## src/rtl/sad_pkg.sv

```systemverilog
package sad_pkg;

  // Area numbers taken from the top address bits
  localparam int AREA_BOOT  = 0;
  localparam int AREA_CS1   = 1;
  localparam int AREA_CS2A  = 2;
  localparam int AREA_SRAM  = 3;
  localparam int AREA_RESV_LO = 4;

  typedef enum logic [2:0] {
    WP_NONE   = 3'd0,
    WP_BOOT   = 3'd1,
    WP_CS1    = 3'd2,
    WP_CS2A   = 3'd3,
    WP_SRAM   = 3'd4,
    WP_MODBUS = 3'd5
  } waitProf_e;

  // Strobes from control to datapath
  typedef struct packed {
    logic accEn;
    logic bootInternal;
  } ctrlStrobe_t;

endpackage

```

## src/rtl/sad_ctrl.sv

```systemverilog
module sad_ctrl
  import sad_pkg::*;
(
  input  logic        clk,
  input  logic        rstN,
  input  logic        accValid,
  input  logic        bootStrap,
  input  logic        wdogExpire,
  output ctrlStrobe_t ctrl
);

  logic bootLatch;

  // Strap is transparent while reset is low and reloads on timeout
  always_ff @(posedge clk) begin
    if (!rstN || wdogExpire) bootLatch <= bootStrap;
  end

  assign ctrl.accEn        = accValid;
  assign ctrl.bootInternal = bootLatch;

  // latch ignores the pin outside reset and timeout
  assert_boot_hold_R9: assert property (@(posedge clk) disable iff (!rstN)
    !wdogExpire |=> $stable(bootLatch));

  // a timeout loads the current strap
  assert_wdog_load_R9: assert property (@(posedge clk) disable iff (!rstN)
    wdogExpire |=> bootLatch == $past(bootStrap));

endmodule

```

## src/rtl/sad_datapath.sv

```systemverilog
module sad_datapath
  import sad_pkg::*;
#(
  parameter int ADDR_W          = 32,
  parameter int AREA_W          = 3,
  parameter int INT_EN_BIT      = 20,
  parameter int INT_PICK_BIT    = 12,
  parameter int MODBUS_SPAN_BIT = 20
) (
  input  logic              clk,
  input  logic              rstN,
  input  logic [ADDR_W-1:0] addr,
  input  ctrlStrobe_t       ctrl,
  output logic              selBootInt,
  output logic              selBootExt,
  output logic              selCs1,
  output logic              selCs2a,
  output logic              selCorr,
  output logic              selPeriph,
  output logic              selSram,
  output logic              selModBus,
  output logic              errReserved,
  output logic [2:0]        waitProfile
);

  localparam int NUM_AREAS = 1 << AREA_W;
  localparam int AREA_LSB  = ADDR_W - AREA_W;
  localparam int TAG_W     = AREA_LSB - MODBUS_SPAN_BIT;
  localparam int AREA_TOP  = NUM_AREAS - 1;

  logic [AREA_W-1:0]    areaField;
  logic [NUM_AREAS-1:0] areaHit;
  logic [TAG_W-1:0]     modTag;
  logic                 modHit, resvHit, intWin;
  logic                 unusedAddr;

  assign areaField = addr[ADDR_W-1:AREA_LSB];
  assign modTag    = addr[AREA_LSB-1:MODBUS_SPAN_BIT];

  // One comparator per area
  for (genvar g = 0; g < NUM_AREAS; g++) begin : gAreaHit
    assign areaHit[g] = (areaField == AREA_W'(g));
  end

  assign modHit  = areaHit[AREA_TOP] && (modTag == '0);
  assign resvHit = (|areaHit[AREA_TOP-1:AREA_RESV_LO]) ||
                   (areaHit[AREA_TOP] && !modHit);
  assign intWin  = areaHit[AREA_CS2A] && addr[INT_EN_BIT];

  // Bits outside the partial decode
  assign unusedAddr = ^{addr[INT_PICK_BIT-1:0], addr[INT_EN_BIT-1:INT_PICK_BIT+1]};

  always_comb begin
    selBootInt  = ctrl.accEn && areaHit[AREA_BOOT] && ctrl.bootInternal;
    selBootExt  = ctrl.accEn && areaHit[AREA_BOOT] && !ctrl.bootInternal;
    selCs1      = ctrl.accEn && areaHit[AREA_CS1];
    selCs2a     = ctrl.accEn && areaHit[AREA_CS2A];
    selCorr     = ctrl.accEn && intWin && !addr[INT_PICK_BIT];
    selPeriph   = ctrl.accEn && intWin && addr[INT_PICK_BIT];
    selSram     = ctrl.accEn && areaHit[AREA_SRAM];
    selModBus   = ctrl.accEn && modHit;
    errReserved = ctrl.accEn && resvHit;
  end

  always_comb begin
    waitProfile = WP_NONE;
    if (ctrl.accEn) begin
      unique case (1'b1)
        areaHit[AREA_BOOT]: waitProfile = WP_BOOT;
        areaHit[AREA_CS1]:  waitProfile = WP_CS1;
        areaHit[AREA_CS2A]: waitProfile = WP_CS2A;
        areaHit[AREA_SRAM]: waitProfile = WP_SRAM;
        modHit:             waitProfile = WP_MODBUS;
        default:            waitProfile = WP_NONE;
      endcase
    end
  end

  // idle bus drives nothing
  assert_idle_quiet_R8: assert property (@(posedge clk) disable iff (!rstN)
    !ctrl.accEn |-> !(selBootInt || selBootExt || selCs1 || selCs2a || selCorr ||
                      selPeriph || selSram || selModBus || errReserved) && waitProfile == 3'd0);

  // primary selects exclusive
  assert_excl_R10: assert property (@(posedge clk) disable iff (!rstN)
    $onehot0({selBootInt, selBootExt, selCs1, selCs2a, selSram, selModBus, errReserved}));

  // internal windows ride on chip select 2A
  assert_cs2a_cover_R4: assert property (@(posedge clk) disable iff (!rstN)
    (selCorr || selPeriph) |-> (selCs2a && !(selCorr && selPeriph)));

  // reserved access carries no profile
  assert_err_alone_R7: assert property (@(posedge clk) disable iff (!rstN)
    errReserved |-> waitProfile == 3'd0);

  // boot selects use profile 1
  assert_boot_prof_R1: assert property (@(posedge clk) disable iff (!rstN)
    (selBootInt || selBootExt) |-> waitProfile == 3'd1);

endmodule

```

## src/rtl/sys_addr_decoder.sv

```systemverilog
module sys_addr_decoder
  import sad_pkg::*;
#(
  parameter int ADDR_W          = 32,
  parameter int AREA_W          = 3,
  parameter int INT_EN_BIT      = 20,
  parameter int INT_PICK_BIT    = 12,
  parameter int MODBUS_SPAN_BIT = 20
) (
  input  logic              clk,
  input  logic              rstN,
  input  logic              accValid,
  input  logic [ADDR_W-1:0] addr,
  input  logic              bootStrap,
  input  logic              wdogExpire,
  output logic              selBootInt,
  output logic              selBootExt,
  output logic              selCs1,
  output logic              selCs2a,
  output logic              selCorr,
  output logic              selPeriph,
  output logic              selSram,
  output logic              selModBus,
  output logic              errReserved,
  output logic [2:0]        waitProfile
);

  ctrlStrobe_t ctrl;

  sad_ctrl u_ctrl (
    .clk        (clk),
    .rstN       (rstN),
    .accValid   (accValid),
    .bootStrap  (bootStrap),
    .wdogExpire (wdogExpire),
    .ctrl       (ctrl)
  );

  sad_datapath #(
    .ADDR_W          (ADDR_W),
    .AREA_W          (AREA_W),
    .INT_EN_BIT      (INT_EN_BIT),
    .INT_PICK_BIT    (INT_PICK_BIT),
    .MODBUS_SPAN_BIT (MODBUS_SPAN_BIT)
  ) u_dp (
    .clk         (clk),
    .rstN        (rstN),
    .addr        (addr),
    .ctrl        (ctrl),
    .selBootInt  (selBootInt),
    .selBootExt  (selBootExt),
    .selCs1      (selCs1),
    .selCs2a     (selCs2a),
    .selCorr     (selCorr),
    .selPeriph   (selPeriph),
    .selSram     (selSram),
    .selModBus   (selModBus),
    .errReserved (errReserved),
    .waitProfile (waitProfile)
  );

endmodule

```

## config.mk

```make
export PLATFORM = sky130hd
export DESIGN_NAME = sys_addr_decoder
export DESIGN_NICKNAME = d
export VERILOG_FILES = /design/src/rtl/sad_pkg.sv /design/src/rtl/sad_ctrl.sv /design/src/rtl/sad_datapath.sv /design/src/rtl/sys_addr_decoder.sv
export SDC_FILE = /design/constraint.sdc
export NUM_CORES = 1
export LEC_CHECK = 0
export BUFFER_PORTS_ARGS = -buffer_cell sky130_fd_sc_hd__clkbuf_2
export CELL_PAD_IN_SITES_DETAIL_PLACEMENT = 1
export CELL_PAD_IN_SITES_GLOBAL_PLACEMENT = 2
export CORE_MARGIN = 1.5
export CORE_UTILIZATION = 10
export DETAILED_ROUTE_END_ITERATION = 16
export HOLD_SLACK_MARGIN = 0.1
export PLACE_DENSITY = 0.95
export SLEW_MARGIN = 15
export SYNTH_ARGS = -nofsm -noshare
export SYNTH_HDL_FRONTEND = slang
export SYNTH_SLANG_ARGS = --single-unit
```

## constraint.sdc

```tcl
create_clock -name clk -period 1.01 [get_ports clk]
set_input_delay 0.202 -clock clk [delete_from_list [all_inputs] [get_ports clk]]
set_output_delay 0.202 -clock clk [all_outputs]
set_load 0.03 [all_outputs]
```

* Word-level counts from Yosys, hierarchy flattened
Cells that the tools add are included.
** Cells by class
- Eq/ne operators :: 7
- Mux-type cells :: 2
- Reduce and logical (&&, ||, !) cells :: 23
** Operator list (count)
- $pmux 3 s5 :: 1
- $logic_and 1x1->1 :: 14
- $eq 3x3->1 const B :: 4
- $logic_not 9->1 :: 1
- $eq 3x2->1 const B :: 2
- $logic_not 1->1 :: 4
- $eq 3x1->1 const B :: 1
- $logic_not 3->1 :: 1
- $mux 3 :: 1
- $reduce_or 3->1 :: 1
- $logic_or 1x1->1 :: 2
** Word-level totals
- Flip-flop bits (word level) :: 1
- Input bits :: 37
- Output and inout port bits :: 12
- Word-level logic and storage cells :: 33

* Longest topological paths before layout
- Word-level depth :: 6
- Depth in mapped cells :: 3
- Gate-level depth less buffers :: 3

* By module
From an unflattened synthesis, not the netlist that was laid out.
** Second synthesis, totals
- Cells, all modules :: 26
- Area total of the unflattened synthesis :: 215.2 um^2
** By module, submodules not included
- sad_datapath :: instances 1, cells an instance 22, area an instance 163.9 um^2, seq. area each 0.0 um^2
- sad_ctrl :: instances 1, cells an instance 4, area an instance 51.3 um^2, seq. area each 30.0 um^2

* Least setup slack after synthesis
No wires, ideal clock.
- Path kind :: input port to output port
- From :: input addr[31]
- To :: output selBootInt
- Arrival :: 1.442 ns
- Data required time :: 0.808 ns
- Setup slack :: -0.634 ns
- Cell stages on the path :: 2
- Buffers on the path :: 0
- Cells stage by stage :: nand2b_1 -> nor4b_1
** Between the ends
- Longest elaborated chain between the ends :: 3
** Ends and longest elaborated chain
- start, declared :: RTL line sys_addr_decoder.sv:13 : input logic [ADDR_W-1:0] addr,
- $logic_not 3->1 :: RTL line sad_datapath.sv:42 : assign areaHit[g] = (areaField == AREA_W'(g));
- $logic_and 1x1->1 (2 in a row) :: RTL line sad_datapath.sv:54 : selBootInt = ctrl.accEn && areaHit[AREA_BOOT] && ctrl.bootInternal;
- end, declared :: RTL line sys_addr_decoder.sv:16 : output logic selBootInt,
No other way between the ends.

* Worst setup path in the final report
- From :: input addr[22]
- To :: output waitProfile[0]
** Between the ends
- Longest elaborated chain between the ends :: 4
** Ends and longest elaborated chain
- $logic_not 9->1 :: RTL line sad_datapath.sv:45 : assign modHit = areaHit[AREA_TOP] && (modTag == '0);
- $logic_and 1x1->1 :: RTL line sad_datapath.sv:45
- $pmux 3 s5 :: RTL line sad_datapath.sv:68 : unique case (1'b1)
- $mux 3 :: RTL line sad_datapath.sv:67 : if (ctrl.accEn) begin
- end, declared :: RTL line sys_addr_decoder.sv:25 : output logic [2:0] waitProfile
No other way between the ends.

==> results.md <==
- Max Freq: 719.5 MHz
- Synth cell count leaders: 4 x nor2_1, 3 x nand2_1, 2 x and3_1, 2 x nand2b_1, 2 x nor3_1
- Cell area after placement: roughly 550 µm²
- Yosys warning total: 0
- Routed wire length: between 1000 and 1500 µm
- Regs by FF count: u_ctrl.bootLatch x1
- Yosys cell types: 18
- Synthesized net count: 63
- Max IR drop VDD: roughly 190 µV
- Worst slew margin: 0.8384
- Worst hold path class: in2reg
- Setup violators final: 12
- Initial antenna violation count: 0
- Post-DR wirelength/cell: 12.93 µm
- Final period util: 1.376
- Nets: roughly 110
- Slack of the critical path: -379.8 ps
- Clk slew on worst S/H paths: 0 ps
- Fin crit period: between 1000 and 1500 ps
- Most used DFF post-synth: edfxtp_1
- Arrival time worst endpoint: between 1000 and 1500 ps
- Final hold slack: roughly 380 ps
- Fraction of registers with async set/reset: 0
- Final instance area: around 840 µm²
- Post-Place Setup Slack: -492.6 ps
- Seq cells post-synth: 1
- Pwr dens: between 300 and 400 nW/µm²
- Via Count: between 300 and 400
- Min-Delay Path Depth: 1
- Hold endpoint: u_ctrl.bootLatch$_DFFE_PP_
- Crit path kind: in2out
- First-iteration detailed-routing DRC count: 0
- Initial Util: 0.1071
- Launch point of the worst path: addr[22]
- Antenna Nets Post-Route: 0
- Gr ovfl total: 0
- Share of cells above drive strength 1: 0.9130
- Gpl congestion: roughly 0.66
- Rows: 16
- Status: finished with violations
- Global Route Usage Sum: 0.1130
- Die span in y: 48.85 µm
- PnR Total Power: between 0.3 and 0.4 mW
- Cell Area, Synth: approximately 210 µm²
- Vias in the first global route: roughly 440
- PortBufs: 29
- CP max stage cell: or3_4
- Die W: approximately 49 µm
- Top reg by flops: u_ctrl.bootLatch
- EDFF count, synth: 1
- Largest cells by area after synthesis: edfxtp_1 14%, nor4_4 10%, o32ai_2 7.7%, nor2_1 7.1%, and3_1 6.0%
- Top Ports: around 50
- Register area share after synthesis: 0.1429
- Yosys top cell by area: edfxtp_1
- Number of max-cap violations: 0
- Synth Instances: 26
- Antenna diodes: 0
- Synth-to-Final Area Change: 300.0%
- Largest net degree at the start of global routing: 6
- Cell with the most instances after synthesis: nor2_1
- Failing checks: setup timing
- Final hold vios: 0
- Core area: around 2000 µm²
- WP data required: about 810 ps
- Worst path max stage delay: ~410 ps
- # DRC: 0
- RSZ-0062 raised after global routing: yes
- First-pass GRT wire length: 2159 µm
- Cell family with most CP delay: simple AND/OR/NAND/NOR gates
- Syn Area/Cell: between 8 and 9 µm²
- CTS Hold Bufs: 0
- Slew Viols, Final: 0
- Vias per cell: just over 4
- Final HPWL DP: around 950 µm
- Max reg flops: 1
- CP Launch Type: input pin
- Initial DRT Pass Iterations: 1
- Critical path buffer and inverter count: 2
- Die Area: about 2400 µm²
- Slew at the pin closest to its max-slew limit: between 200 and 250 ps
- Hold path start: bootStrap
- Static Leak: between 0.3 and 0.4 nW
- Crit-path max FO: 2
- Crit-path cells: buf_6, or3_4, o32ai_4, clkbuf_8
- Post-synth top area share: 0.1429
- Worst setup EP type: primary output
area by class of cell:
| cell class | instances | area [µm²] |
|---|---|---|
| fill | 227 | 1121 |
| timing repair buffer | 43 | 457.9 |
| multi-input combinational | 25 | 319.1 |
| tap | 27 | 33.78 |
| sequential | 1 | 30.03 |
through the flow:
stage	cells	TNS (ps)	util
after floorplan	26	-976.9	-
after global placement	90	-3156	0.2800
after detailed placement	90	-3399	0.2800
after CTS	91	-2466	0.3839
after global routing	96	-2777	0.4286
final	96	-2381	0.4286
worst max path at each step:
stage	slack (ps)	end	cells past startpoint
final	-380	waitProfile[0]	4
after global routing	-430	waitProfile[0]	5
after CTS	-420	waitProfile[0]	5
after detailed placement	-490	waitProfile[0]	5
after global placement	-470	waitProfile[0]	5
after floorplan	-270	waitProfile[0]	3
timing repair:
item,4_1_cts,5_1_grt
buffers inserted,1,5
pin swaps,8,12
endpoints found under the setup margin,12,12
resized for setup,43,20
cell usage in the layout (no fill, tap or decap), drive strengths merged:
master	synthesis	routed
buf	0	27
clkbuf	0	16
nor2	4	4
nand2	3	3
nor4	2	2
and3	2	2
nand2b	2	2
nor3	2	2
nor2b	1	1
and4bb	1	1
o21bai	1	1
and2	1	1
nand3	1	1
or3	1	1
o32ai	1	1
nor4b	1	1
and4	1	1
a21o	1	1
edfxtp	1	1
per-layer routing:
layer	wire [µm]	track usage	share of wire	up-vias
met3	56	0.009202	0.045	0
met4	0	0	0	0
met2	779	0.2420	0.63	14
met5	0	0	0	-
met1	405	0.1241	0.33	193
li1	-	-	-	186
logic make-up after synthesis:
group / Yosys count / synth area share
flip-flops: 1 / 0.1429
AND/OR/NAND/NOR: 22 / 0.7084
AO/OA/AOI/OAI: 3 / 0.1489
power breakdown:
part / leakage, nW / switching [mW] / total [mW] / internal, mW
clock: 0 / 0 / 0 / 0
sequential: 0.0102 / 0.00425 / 0.0553 / 0.0510
combinational: 0.357 / 0.113 / 0.267 / 0.153
total: 0.367 / 0.118 / 0.322 / 0.204
Note: power is estimated with default switching activity, not from simulation.
